--- src/rtl/i2c_rb_pkg.sv ---
package i2c_rb_pkg;
   typedef enum logic [3:0] {
      ST_IDLE,
      ST_ADDR,
      ST_ADDR_ACK,
      ST_SUB,
      ST_SUB_ACK,
      ST_WDATA,
      ST_WDATA_ACK,
      ST_RDATA,
      ST_RMACK,
      ST_IGNORE
   } rb_state_e;

   localparam int unsigned DEV_ADDR_W = 7;
   localparam int unsigned BYTE_W     = 8;
endpackage

--- src/rtl/i2c_rb_bus_cond.sv ---
module i2c_rb_bus_cond (
   input  logic clk,
   input  logic rst_n,
   input  logic scl_i,
   input  logic sda_i,
   output logic start_o,
   output logic stop_o,
   output logic rise_o,
   output logic fall_o
);
   logic scl_q, sda_q;

   always_ff @(posedge clk or negedge rst_n) begin
      if (!rst_n) begin
         scl_q <= 1'b1;
         sda_q <= 1'b1;
      end else begin
         scl_q <= scl_i;
         sda_q <= sda_i;
      end
   end

   assign start_o = scl_q & scl_i & sda_q & ~sda_i;
   assign stop_o  = scl_q & scl_i & ~sda_q & sda_i;
   assign rise_o  = ~scl_q & scl_i;
   assign fall_o  = scl_q & ~scl_i;
endmodule

--- src/rtl/i2c_rb_regs.sv ---
module i2c_rb_regs #(
   parameter int unsigned NUM_REGS = 20,
   parameter int unsigned PTR_W    = 5,
   parameter int unsigned DATA_W   = 8
) (
   input  logic              clk,
   input  logic              rst_n,
   input  logic              load_i,
   input  logic [7:0]        sub_i,
   input  logic              wr_i,
   input  logic [DATA_W-1:0] wdata_i,
   input  logic              inc_i,
   output logic [DATA_W-1:0] rdata_o,
   output logic [PTR_W-1:0]  ptr_o
);
   localparam logic [PTR_W-1:0] LAST_IDX = PTR_W'(NUM_REGS - 1);
   localparam bit               POW2     = (NUM_REGS == (1 << PTR_W));

   logic [DATA_W-1:0] regs_q [NUM_REGS];
   logic [PTR_W-1:0]  ptr_q, ptr_nxt, sub_fold;

   initial assert (NUM_REGS <= (1 << PTR_W) && NUM_REGS > 1)
      else $error("NUM_REGS does not fit the pointer width");

   generate
      if (POW2) begin : g_fold_mask
         assign sub_fold = sub_i[PTR_W-1:0];
      end else begin : g_fold_mod
         assign sub_fold = PTR_W'(32'(sub_i) % NUM_REGS);
      end
   endgenerate

   assign ptr_nxt = (ptr_q == LAST_IDX) ? '0 : ptr_q + 1'b1;

   always_ff @(posedge clk or negedge rst_n) begin
      if (!rst_n) begin
         ptr_q <= '0;
         for (int i = 0; i < int'(NUM_REGS); i++) regs_q[i] <= '0;
      end else begin
         if (wr_i) regs_q[ptr_q] <= wdata_i;
         if (load_i)     ptr_q <= sub_fold;
         else if (inc_i) ptr_q <= ptr_nxt;
      end
   end

   assign rdata_o = regs_q[ptr_q];
   assign ptr_o   = ptr_q;


   ptr_wrap_chk: assert property (@(posedge clk) disable iff (!rst_n)
      (inc_i && !load_i && ptr_q == LAST_IDX) |=> (ptr_q == '0));


   ptr_range_chk: assert property (@(posedge clk) disable iff (!rst_n)
      load_i |=> (32'(ptr_q) < NUM_REGS));
endmodule

--- src/rtl/i2c_regbank_target.sv ---
module i2c_regbank_target
   import i2c_rb_pkg::*;
#(
   parameter logic [6:0]  DEV_ADDR = 7'h2A,
   parameter int unsigned NUM_REGS = 20,
   parameter int unsigned PTR_W    = 5,
   parameter int unsigned DATA_W   = 8
) (
   input  logic clk,
   input  logic rst_n,
   input  logic scl_i,
   input  logic sda_i,
   output logic sda_oe_o
);
   localparam int unsigned CNT_W = $clog2(BYTE_W + 1);

   initial assert (DATA_W == BYTE_W) else $error("register width must be one bus byte");

   logic start_w, stop_w, rise_w, fall_w;
   rb_state_e state_q;
   logic [CNT_W-1:0]  cnt_q;
   logic [BYTE_W-1:0] sh_q, tx_q;
   logic oe_q, mnack_q;
   logic load_w, wr_w, inc_w;
   logic [DATA_W-1:0] rdata_w;
   logic [PTR_W-1:0]  ptr_w;
   logic byte_done;

   i2c_rb_bus_cond u_cond (
      .clk(clk), .rst_n(rst_n), .scl_i(scl_i), .sda_i(sda_i),
      .start_o(start_w), .stop_o(stop_w), .rise_o(rise_w), .fall_o(fall_w)
   );

   i2c_rb_regs #(.NUM_REGS(NUM_REGS), .PTR_W(PTR_W), .DATA_W(DATA_W)) u_regs (
      .clk(clk), .rst_n(rst_n), .load_i(load_w), .sub_i(sh_q),
      .wr_i(wr_w), .wdata_i(sh_q), .inc_i(inc_w),
      .rdata_o(rdata_w), .ptr_o(ptr_w)
   );

   assign byte_done = fall_w && (cnt_q == CNT_W'(BYTE_W));
   assign load_w = !start_w && !stop_w && state_q == ST_SUB && byte_done;
   assign wr_w   = !start_w && !stop_w && state_q == ST_WDATA && byte_done;
   assign inc_w  = wr_w || (!start_w && !stop_w && state_q == ST_RDATA && byte_done);

   always_ff @(posedge clk or negedge rst_n) begin
      if (!rst_n) begin
         state_q <= ST_IDLE;
         cnt_q   <= '0;
         sh_q    <= '0;
         tx_q    <= '0;
         oe_q    <= 1'b0;
         mnack_q <= 1'b0;
      end else if (start_w) begin
         state_q <= ST_ADDR;
         cnt_q   <= '0;
         oe_q    <= 1'b0;
      end else if (stop_w) begin
         state_q <= ST_IDLE;
         oe_q    <= 1'b0;
      end else begin
         if (rise_w && (state_q == ST_ADDR || state_q == ST_SUB || state_q == ST_WDATA)) begin
            sh_q  <= {sh_q[BYTE_W-2:0], sda_i};
            cnt_q <= cnt_q + 1'b1;
         end
         unique case (state_q)
            ST_ADDR: if (byte_done) begin
               if (sh_q[BYTE_W-1:1] == DEV_ADDR) begin
                  oe_q    <= 1'b1;
                  state_q <= ST_ADDR_ACK;
               end else begin
                  state_q <= ST_IGNORE;
               end
            end
            ST_ADDR_ACK: if (fall_w) begin
               cnt_q <= '0;
               if (sh_q[0]) begin
                  tx_q    <= rdata_w;
                  oe_q    <= ~rdata_w[DATA_W-1];
                  state_q <= ST_RDATA;
               end else begin
                  oe_q    <= 1'b0;
                  state_q <= ST_SUB;
               end
            end
            ST_SUB: if (byte_done) begin
               oe_q    <= 1'b1;
               state_q <= ST_SUB_ACK;
            end
            ST_WDATA: if (byte_done) begin
               oe_q    <= 1'b1;
               state_q <= ST_WDATA_ACK;
            end
            ST_SUB_ACK, ST_WDATA_ACK: if (fall_w) begin
               oe_q    <= 1'b0;
               cnt_q   <= '0;
               state_q <= ST_WDATA;
            end
            ST_RDATA: begin
               if (rise_w) cnt_q <= cnt_q + 1'b1;
               if (byte_done) begin
                  oe_q    <= 1'b0;
                  state_q <= ST_RMACK;
               end else if (fall_w && cnt_q != '0) begin
                  tx_q <= {tx_q[BYTE_W-2:0], 1'b0};
                  oe_q <= ~tx_q[BYTE_W-2];
               end
            end
            ST_RMACK: begin
               if (rise_w) mnack_q <= sda_i;
               if (fall_w) begin
                  cnt_q <= '0;
                  if (!mnack_q) begin
                     tx_q    <= rdata_w;
                     oe_q    <= ~rdata_w[DATA_W-1];
                     state_q <= ST_RDATA;
                  end else begin
                     state_q <= ST_IGNORE;
                  end
               end
            end
            default: ;
         endcase
      end
   end

   assign sda_oe_o = oe_q;


   oe_scl_low_chk: assert property (@(posedge clk) disable iff (!rst_n)
      !$stable(sda_oe_o) |-> !scl_i);


   master_ack_release_chk: assert property (@(posedge clk) disable iff (!rst_n)
      (state_q == ST_RMACK) |-> !sda_oe_o);


   ignore_quiet_chk: assert property (@(posedge clk) disable iff (!rst_n)
      (state_q == ST_IGNORE) |-> (!sda_oe_o && !wr_w && !load_w && !inc_w));


   start_restart_chk: assert property (@(posedge clk) disable iff (!rst_n)
      start_w |=> (state_q == ST_ADDR && $stable(ptr_w)));


   stop_release_chk: assert property (@(posedge clk) disable iff (!rst_n)
      stop_w |=> (!sda_oe_o && state_q == ST_IDLE));
endmodule

--- config.mk ---
export PLATFORM = sky130hd
export DESIGN_NAME = i2c_regbank_target
export DESIGN_NICKNAME = d
export VERILOG_FILES = /design/src/rtl/i2c_rb_pkg.sv /design/src/rtl/i2c_rb_bus_cond.sv /design/src/rtl/i2c_rb_regs.sv /design/src/rtl/i2c_regbank_target.sv
export SDC_FILE = /design/constraint.sdc
export NUM_CORES = 1
export LEC_CHECK = 0
export ABC_AREA = 0
export CORE_UTILIZATION = 55
export CTS_BUF_LIST = sky130_fd_sc_hd__clkbuf_8
export DETAILED_ROUTE_END_ITERATION = 10
export PLACE_DENSITY_LB_ADDON = 0.1
export SETUP_SLACK_MARGIN = 0.05
export SYNTH_ARGS = -nofsm -noshare
export SYNTH_HDL_FRONTEND = slang
export SYNTH_SLANG_ARGS = --single-unit
--- constraint.sdc ---
create_clock -name clk -period 6.4 [get_ports clk]
set_input_delay 1.28 -clock clk [delete_from_list [all_inputs] [get_ports clk]]
set_output_delay 1.28 -clock clk [all_outputs]
set_load 0.005 [all_outputs]
==> results.py, run 1 <==
metrics = {
    "min_path": {
        "holdCritStartpoint": "tx_q[4]$_DFFE_PN0P_",
        "hold_path.class": "flop to flop",
    },
    "logic_synthesis": {
        "ys_top_cells_by_count": "dfrtp_1 (190), mux2_2 (169), mux4_2 (44), nand2_1 (43), o21ai_0 (34)",
        "syn_inst": 776,
        "synth-edff-count": 0,
        "synth_cell_types": 74,
        "yosysMostFrequentCell": "dfrtp_1",
        "ys.flop_type": "dfrtp_1",
        "synth_top_area_share_pct": 48.3,
        "synthesis.nets": 787,
        "async_flop_share_pct": 100,
        "yosysWarnings": 0,
        "synth_seq_cells": 192,
        "syn_area_per_cell_um2": 12.7,
        "synth_top_cell_by_area": "dfrtp_1",
        "ys_seq_area_share_pct": 48.8,
        "synthTopCellsByArea": "dfrtp_1 (48%), mux2_2 (19%), mux4_2 (10%), o21ai_0 (1.7%), nand2_1 (1.6%)",
        "synthesis.area_um2": 9840,
    },
    "power": {
        "finalPower_mw": 2.66,
        "p_leak_nw": 4.57,
        "power_density_nw_per_um2": 256,
        "peakVddDrop_uv": 399,
    },
    "placed_design": {
        "place_congestion": 0.910,
        "io_buffers": 4,
        "hpwlAfterDp_mm": 14.1,
        "place_inst": 957,
        "dp_slack_ns": 2.21,
    },
    "sta": {
        "worstMarginPinSlew_ns": 1.13,
        "post-route-period-util_pct": 59.2,
        "drv_slew": 0,
        "slew_headroom_pct": 24.7,
        "rsz0062_at_grt": "false",
        "setup_viol": 0,
        "final.setup.worst_slack_ns": 2.61,
        "period_minus_slack_ns": 3.79,
        "final_hold_viol_count": 0,
        "tns_ns": 0,
        "final.setup_skew_ns": 0.0206,
        "clock.fmax_ghz": 0.264,
    },
    "drt": {
        "avgRoutedWirePerCell_um": 22.4,
        "wl_mm": 22.2,
        "viasPerCell": 6.44,
        "initialDrtViolationCount": 410,
        "via_count": 6374,
        "final_antenna_net_count": 0,
        "drc": 0,
        "first_pass_iters": 4,
    },
    "floorplanning": {
        "rows": 48,
        "io_pins": 5,
        "die_w_um": 136,
        "die-area_um2": 18400,
        "initial_core_util_pct": 56.5,
        "dieHeight_um": 136,
        "coreArea_um2": 17400,
    },
    "cts": {
        "hold_buffers": 0,
        "post-cts-setup-buffers": 0,
        "cts_buffers": 17,
        "cts_tree": "done",
        "cts.sink_count": 192,
        "cts_buffer_depth": 2,
        "clk_latency_ns": 0.48,
        "ctsResizeCount": 0,
        "htreeDepth": 4,
        "ctsRootBufferMaster": "clkbuf_8",
        "cts.clk_slew.worst_paths_ns": 0.10,
    },
    "worst_setup_path": {
        "critPathCaptureType": "flop",
        "crit_type": "primary input to flop",
        "start_kind": "primary input",
        "worstPathArrival_ns": 4.15,
        "crit_fanout": 8,
        "r2r_start": "sh_q[5]$_DFFE_PN0P_",
        "cp.required_ns": 6.76,
        "critPathLaunch": "scl_i",
        "r2r_slack_ns": 2.89,
    },
    "grt": {
        "grt_pass1_vias": 6445,
        "grt_max_degree": 137,
        "grt.total_usage_pct": 26.3,
        "grt.overflow.total": 0,
        "grt_pass1_wl_mm": 36.0,
        "antenna_found_initial": 0,
    },
    "finish": {
        "area_delta_synth_final_pct": 5.48,
        "drive_gt1_share_pct": 37.6,
        "diodes": 0,
        "fill_cells": 1382,
        "layout.cells.non_filler": 989,
        "nets": 762,
    },
    "run_status": {
        "status": "completed",
    },
    "run": {
        "drv_cap": 0,
    },
}
metrics by stage:
step	hold WS, ns	instance area, um^2	util (%)
after CTS	0.495	10400	59.6
after global placement	0.461	9980	57.3
after detailed placement	0.475	9980	57.3
after global routing	0.518	10400	59.6
after floorplan	0.443	9840	-
final	0.493	10400	59.6
sequential cells by signal (all words and copies together), names as in the netlist:
name / cells
u_regs.regs_q: 160
sh_q: 8
tx_q: 7
u_regs.ptr_o: 5
cnt_q: 4
state_q: 4
mnack_q: 1
sda_oe_o: 1
u_cond.scl_q: 1
u_cond.sda_q: 1
routing by layer:
metal / global-route usage (%) / part of all wire [%]
met5: 0 / 0
met4: 6.62 / 1.4
met3: 5.05 / 3.6
met2: 43.2 / 50
met1: 36.1 / 45
worst paths after layout:
kind | to | depth (start not counted)
worst max-delay path | u_regs.regs_q[99]$_DFFE_PN0P_ | 7
worst min-delay path | tx_q[4]$_DFFE_PN0P_ | 2
worst max register to register | u_regs.ptr_o[4]$_DFFE_PN0P_ | 11
worst min register to register | tx_q[4]$_DFFE_PN0P_ | 2
max in group asynchronous | u_regs.regs_q[17]$_DFFE_PN0P_ | 2
min in group asynchronous | sh_q[7]$_DFFE_PN0P_ | 1
cell families (layout without fill, tap and decap cells):
| kind of cell | Yosys count | count (layout) | synth area share, % |
|---|---|---|---|
| buffers and inverters | 68 | 56 | 2.95 |
| and+or+nand+nor | 161 | 161 | 8.58 |
| DFF | 192 | 192 | 48.8 |
| xor gates and xnor gates | 5 | 5 | 0.445 |
| adders and majority gates | 8 | 8 | 0.991 |
| muxes | 218 | 218 | 29.9 |
| AOI/OAI and AO/OA | 124 | 124 | 8.29 |
critical path: stages:
cell             delay (ns)
clkdlybuf4s50_1        0.52
nor2b_1                0.45
nand4_1                0.29
nor3b_2                0.38
nand2_1                0.25
nor2_2                 0.57
mux2_2                 0.41
final cells by class:
cell class	count	area [um^2]	area share (%)
multi-input cells	516	4750	45.7
clock buffers	19	262	2.52
inverters	13	48.8	0.470
repair buffers	11	96.3	0.928
flip-flops and latches	192	4810	46.3
clock inverters	13	139	1.34
well taps	225	282	2.71
power by group:
| part | switching, mW | internal [mW] |
|---|---|---|
| sequential | 0.0964 | 1.24 |
| combinational | 0.349 | 0.175 |
| clock | 0.458 | 0.343 |
| total | 0.903 | 1.76 |
cells in the final DEF (no fill, tap or decap), types with 6 or more instances in the layout:
cell	instances
nor2b_1	10
nand3_1	12
mux4_2	44
a211oi_1	7
o22ai_1	10
nand2_1	43
mux2_2	169
o21ai_0	34
nor2_2	20
nor3_1	6
clkbuf_8	20
nand2b_1	12
ha_1	7
dfrtp_1	188
nor2_1	30
a21oi_1	21
buf_4	7
inv_1	11
a31oi_1	7
Power figures use the tool's default switching activity.
==> inputs of run 2 (changes only) <==
==> constraint.sdc (replaced) <==
create_clock -name clk -period 3.4 [get_ports clk]
set_input_delay 0.68 -clock clk [delete_from_list [all_inputs] [get_ports clk]]
set_output_delay 0.68 -clock clk [all_outputs]
set_load 0.005 [all_outputs]
==> run 2 against run 1 <==
- flip-flop and latch count stayed put
- clock-buffer cell count fell by 1
- worst hold slack worse by 0.31 ns
- combinational power increased by 100%
- first-iteration DRC count increased by 55%
- routed wire length up 0.49%
- final cell count up 3.0%
- design area grew 3.1%
==> results.py, run 2 (synthesis gave the netlist of run 1 again) <==
metrics = {
    "drt": {
        "drc": 0,
        "viasPerCell": 6.33,
        "initialDrtViolationCount": 636,
        "avgRoutedWirePerCell_um": 21.9,
        "final_antenna_net_count": 0,
        "wl_mm": 22.3,
        "via_count": 6446,
        "first_pass_iters": 5,
    },
    "floorplanning": {
        "die-area_um2": 18400,
        "io_pins": 5,
        "die_w_um": 136,
        "initial_core_util_pct": 56.5,
        "coreArea_um2": 17400,
        "dieHeight_um": 136,
        "rows": 48,
    },
    "worst_setup_path": {
        "crit_type": "flop to flop",
        "cp_slowest_cell": "or4_1",
        "path_depth": 10,
        "crit_family": "simple AND/OR/NAND/NOR gates",
        "crit_fanout": 5,
        "critPathCaptureType": "flop",
        "r2r-end": "u_regs.ptr_o[4]$_DFFE_PN0P_",
        "cp_num_buf_inv": 1,
        "r2r_start": "sh_q[5]$_DFFE_PN0P_",
        "cp.required_ns": 3.76,
        "start_kind": "flop",
        "r2r_cells": 10,
        "r2r_slack_ns": 0.21,
        "critPathMaxStageDelay_ns": 0.52,
        "path_cells": "nor2_1 -> inv_1 -> ha_1 -> nand2b_1 -> or4_1 -> nand4b_1 -> mux2_1 -> a211oi_4 -> o221ai_1 -> a31o_1",
        "worstPathArrival_ns": 3.55,
    },
    "finish": {
        "drive_gt1_share_pct": 39.7,
        "largest_register_ffs": 160,
        "mostFrequentLayoutCells": "dfrtp_1 (188), mux2_2 (169), mux4_2 (44), nand2_1 (43)",
        "fin_util_pct": 61.5,
        "fill_cells": 1374,
        "area_delta_synth_final_pct": 8.77,
        "nets": 792,
        "final_common_cell": "dfrtp_1",
        "top_register": "u_regs.regs_q",
        "final_cell_area_um2": 10700,
        "diodes": 0,
        "reg_top3": "u_regs.regs_q (160), sh_q (8), tx_q (7)",
    },
    "cts": {
        "cts_buffer_depth": 2,
        "cts.sink_count": 192,
        "clk_latency_ns": 0.47,
        "cts.clk_slew.worst_paths_ns": 0.10,
        "cts_tree": "done",
        "htreeDepth": 4,
        "ctsRootBufferMaster": "clkbuf_8",
        "cts_buffers": 17,
    },
    "sta": {
        "drv_slew": 0,
        "post-route-period-util_pct": 93.9,
        "setup_viol": 0,
        "slew_headroom_pct": 38.7,
        "final_hold_viol_count": 0,
        "clock.fmax_ghz": 0.313,
        "worstMarginPinSlew_ns": 0.919,
        "final.setup_skew_ns": 0.0170,
        "tns_ns": 0,
        "period_minus_slack_ns": 3.19,
        "rsz0062_at_grt": "false",
    },
    "run": {
        "drv_cap": 0,
    },
    "grt": {
        "grt.total_usage_pct": 26.6,
        "met1_usage_pct": 36.2,
        "grt.overflow.total": 0,
        "use_met2_pct": 44.5,
        "busiest_layer": "met2",
        "grt_use_met3_pct": 3.74,
        "antenna_found_initial": 0,
        "grt_pass1_vias": 6593,
        "grt_max_degree": 90,
        "grt_pass1_wl_mm": 36.5,
    },
    "placed_design": {
        "io_buffers": 4,
        "detailed_place.area_um2": 10200,
        "hpwlAfterDp_mm": 14.6,
        "place_congestion": 0.897,
    },
    "power": {
        "p_leak_nw": 4.77,
        "peakVddDrop_uv": 421,
        "power_density_nw_per_um2": 490,
    },
    "min_path": {
        "hold_path.class": "primary input to async pin",
    },
    "run_status": {
        "status": "completed",
    },
}
[run 2: through the flow]
| stage | hold slack (ns) | power (mW) | setup slack, ns | std cells |
|---|---|---|---|---|
| 6_report | 0.178 | 5.25 | 0.209 | 1019 |
| 5_1_grt | 0.185 | 5.50 | 0.0637 | 1019 |
| 4_1_cts | 0.177 | 5.22 | 0.178 | 1017 |
| 3_5_place_dp | 0.478 | 3.54 | 0.165 | 985 |
| 3_3_place_gp | 0.458 | 3.50 | 0.229 | 985 |
| 2_1_floorplan | 0.384 | 3.20 | 0.403 | 776 |
[run 2: report_power, final]
group | total [mW] | internal (mW) | switching (mW)
Clock | 1.69 | 0.839 | 0.853
Combinational | 1.07 | 0.381 | 0.694
Sequential | 2.49 | 2.33 | 0.153
Total | 5.25 | 3.55 | 1.70
[run 2: metal layers]
metal  up-vias  share of wire, %
li1       2882                 -
met1      3379                44
met2       159                50
met3        26               4.2
met4         0               1.7
met5         -                 0
[run 2: worst max-delay path by stage]
stage / start / end
after floorplan: sh_q[6]$_DFFE_PN0P_ / u_regs.ptr_o[4]$_DFFE_PN0P_
after global placement: scl_i / u_regs.regs_q[74]$_DFFE_PN0P_
after detailed placement: scl_i / u_regs.regs_q[85]$_DFFE_PN0P_
after CTS: sh_q[5]$_DFFE_PN0P_ / u_regs.ptr_o[4]$_DFFE_PN0P_
after global routing: sh_q[5]$_DFFE_PN0P_ / u_regs.ptr_o[4]$_DFFE_PN0P_
final: sh_q[5]$_DFFE_PN0P_ / u_regs.ptr_o[4]$_DFFE_PN0P_
[run 2: what timing repair did]
item,4_1_cts,5_1_grt
resized for setup,0,1
hold buffers,0,0
buffers inserted,0,2
endpoints found under the setup margin,0,2
[run 2: layout make-up]
type	count	area (um^2)	area share [%]
multi-input cells	516	4750	44.4
flip-flops and latches	192	4810	44.9
clock buffers	18	248	2.31
clock inverters	14	206	1.93
repair buffers	41	359	3.35
well taps	225	282	2.63
inverters	13	48.8	0.456
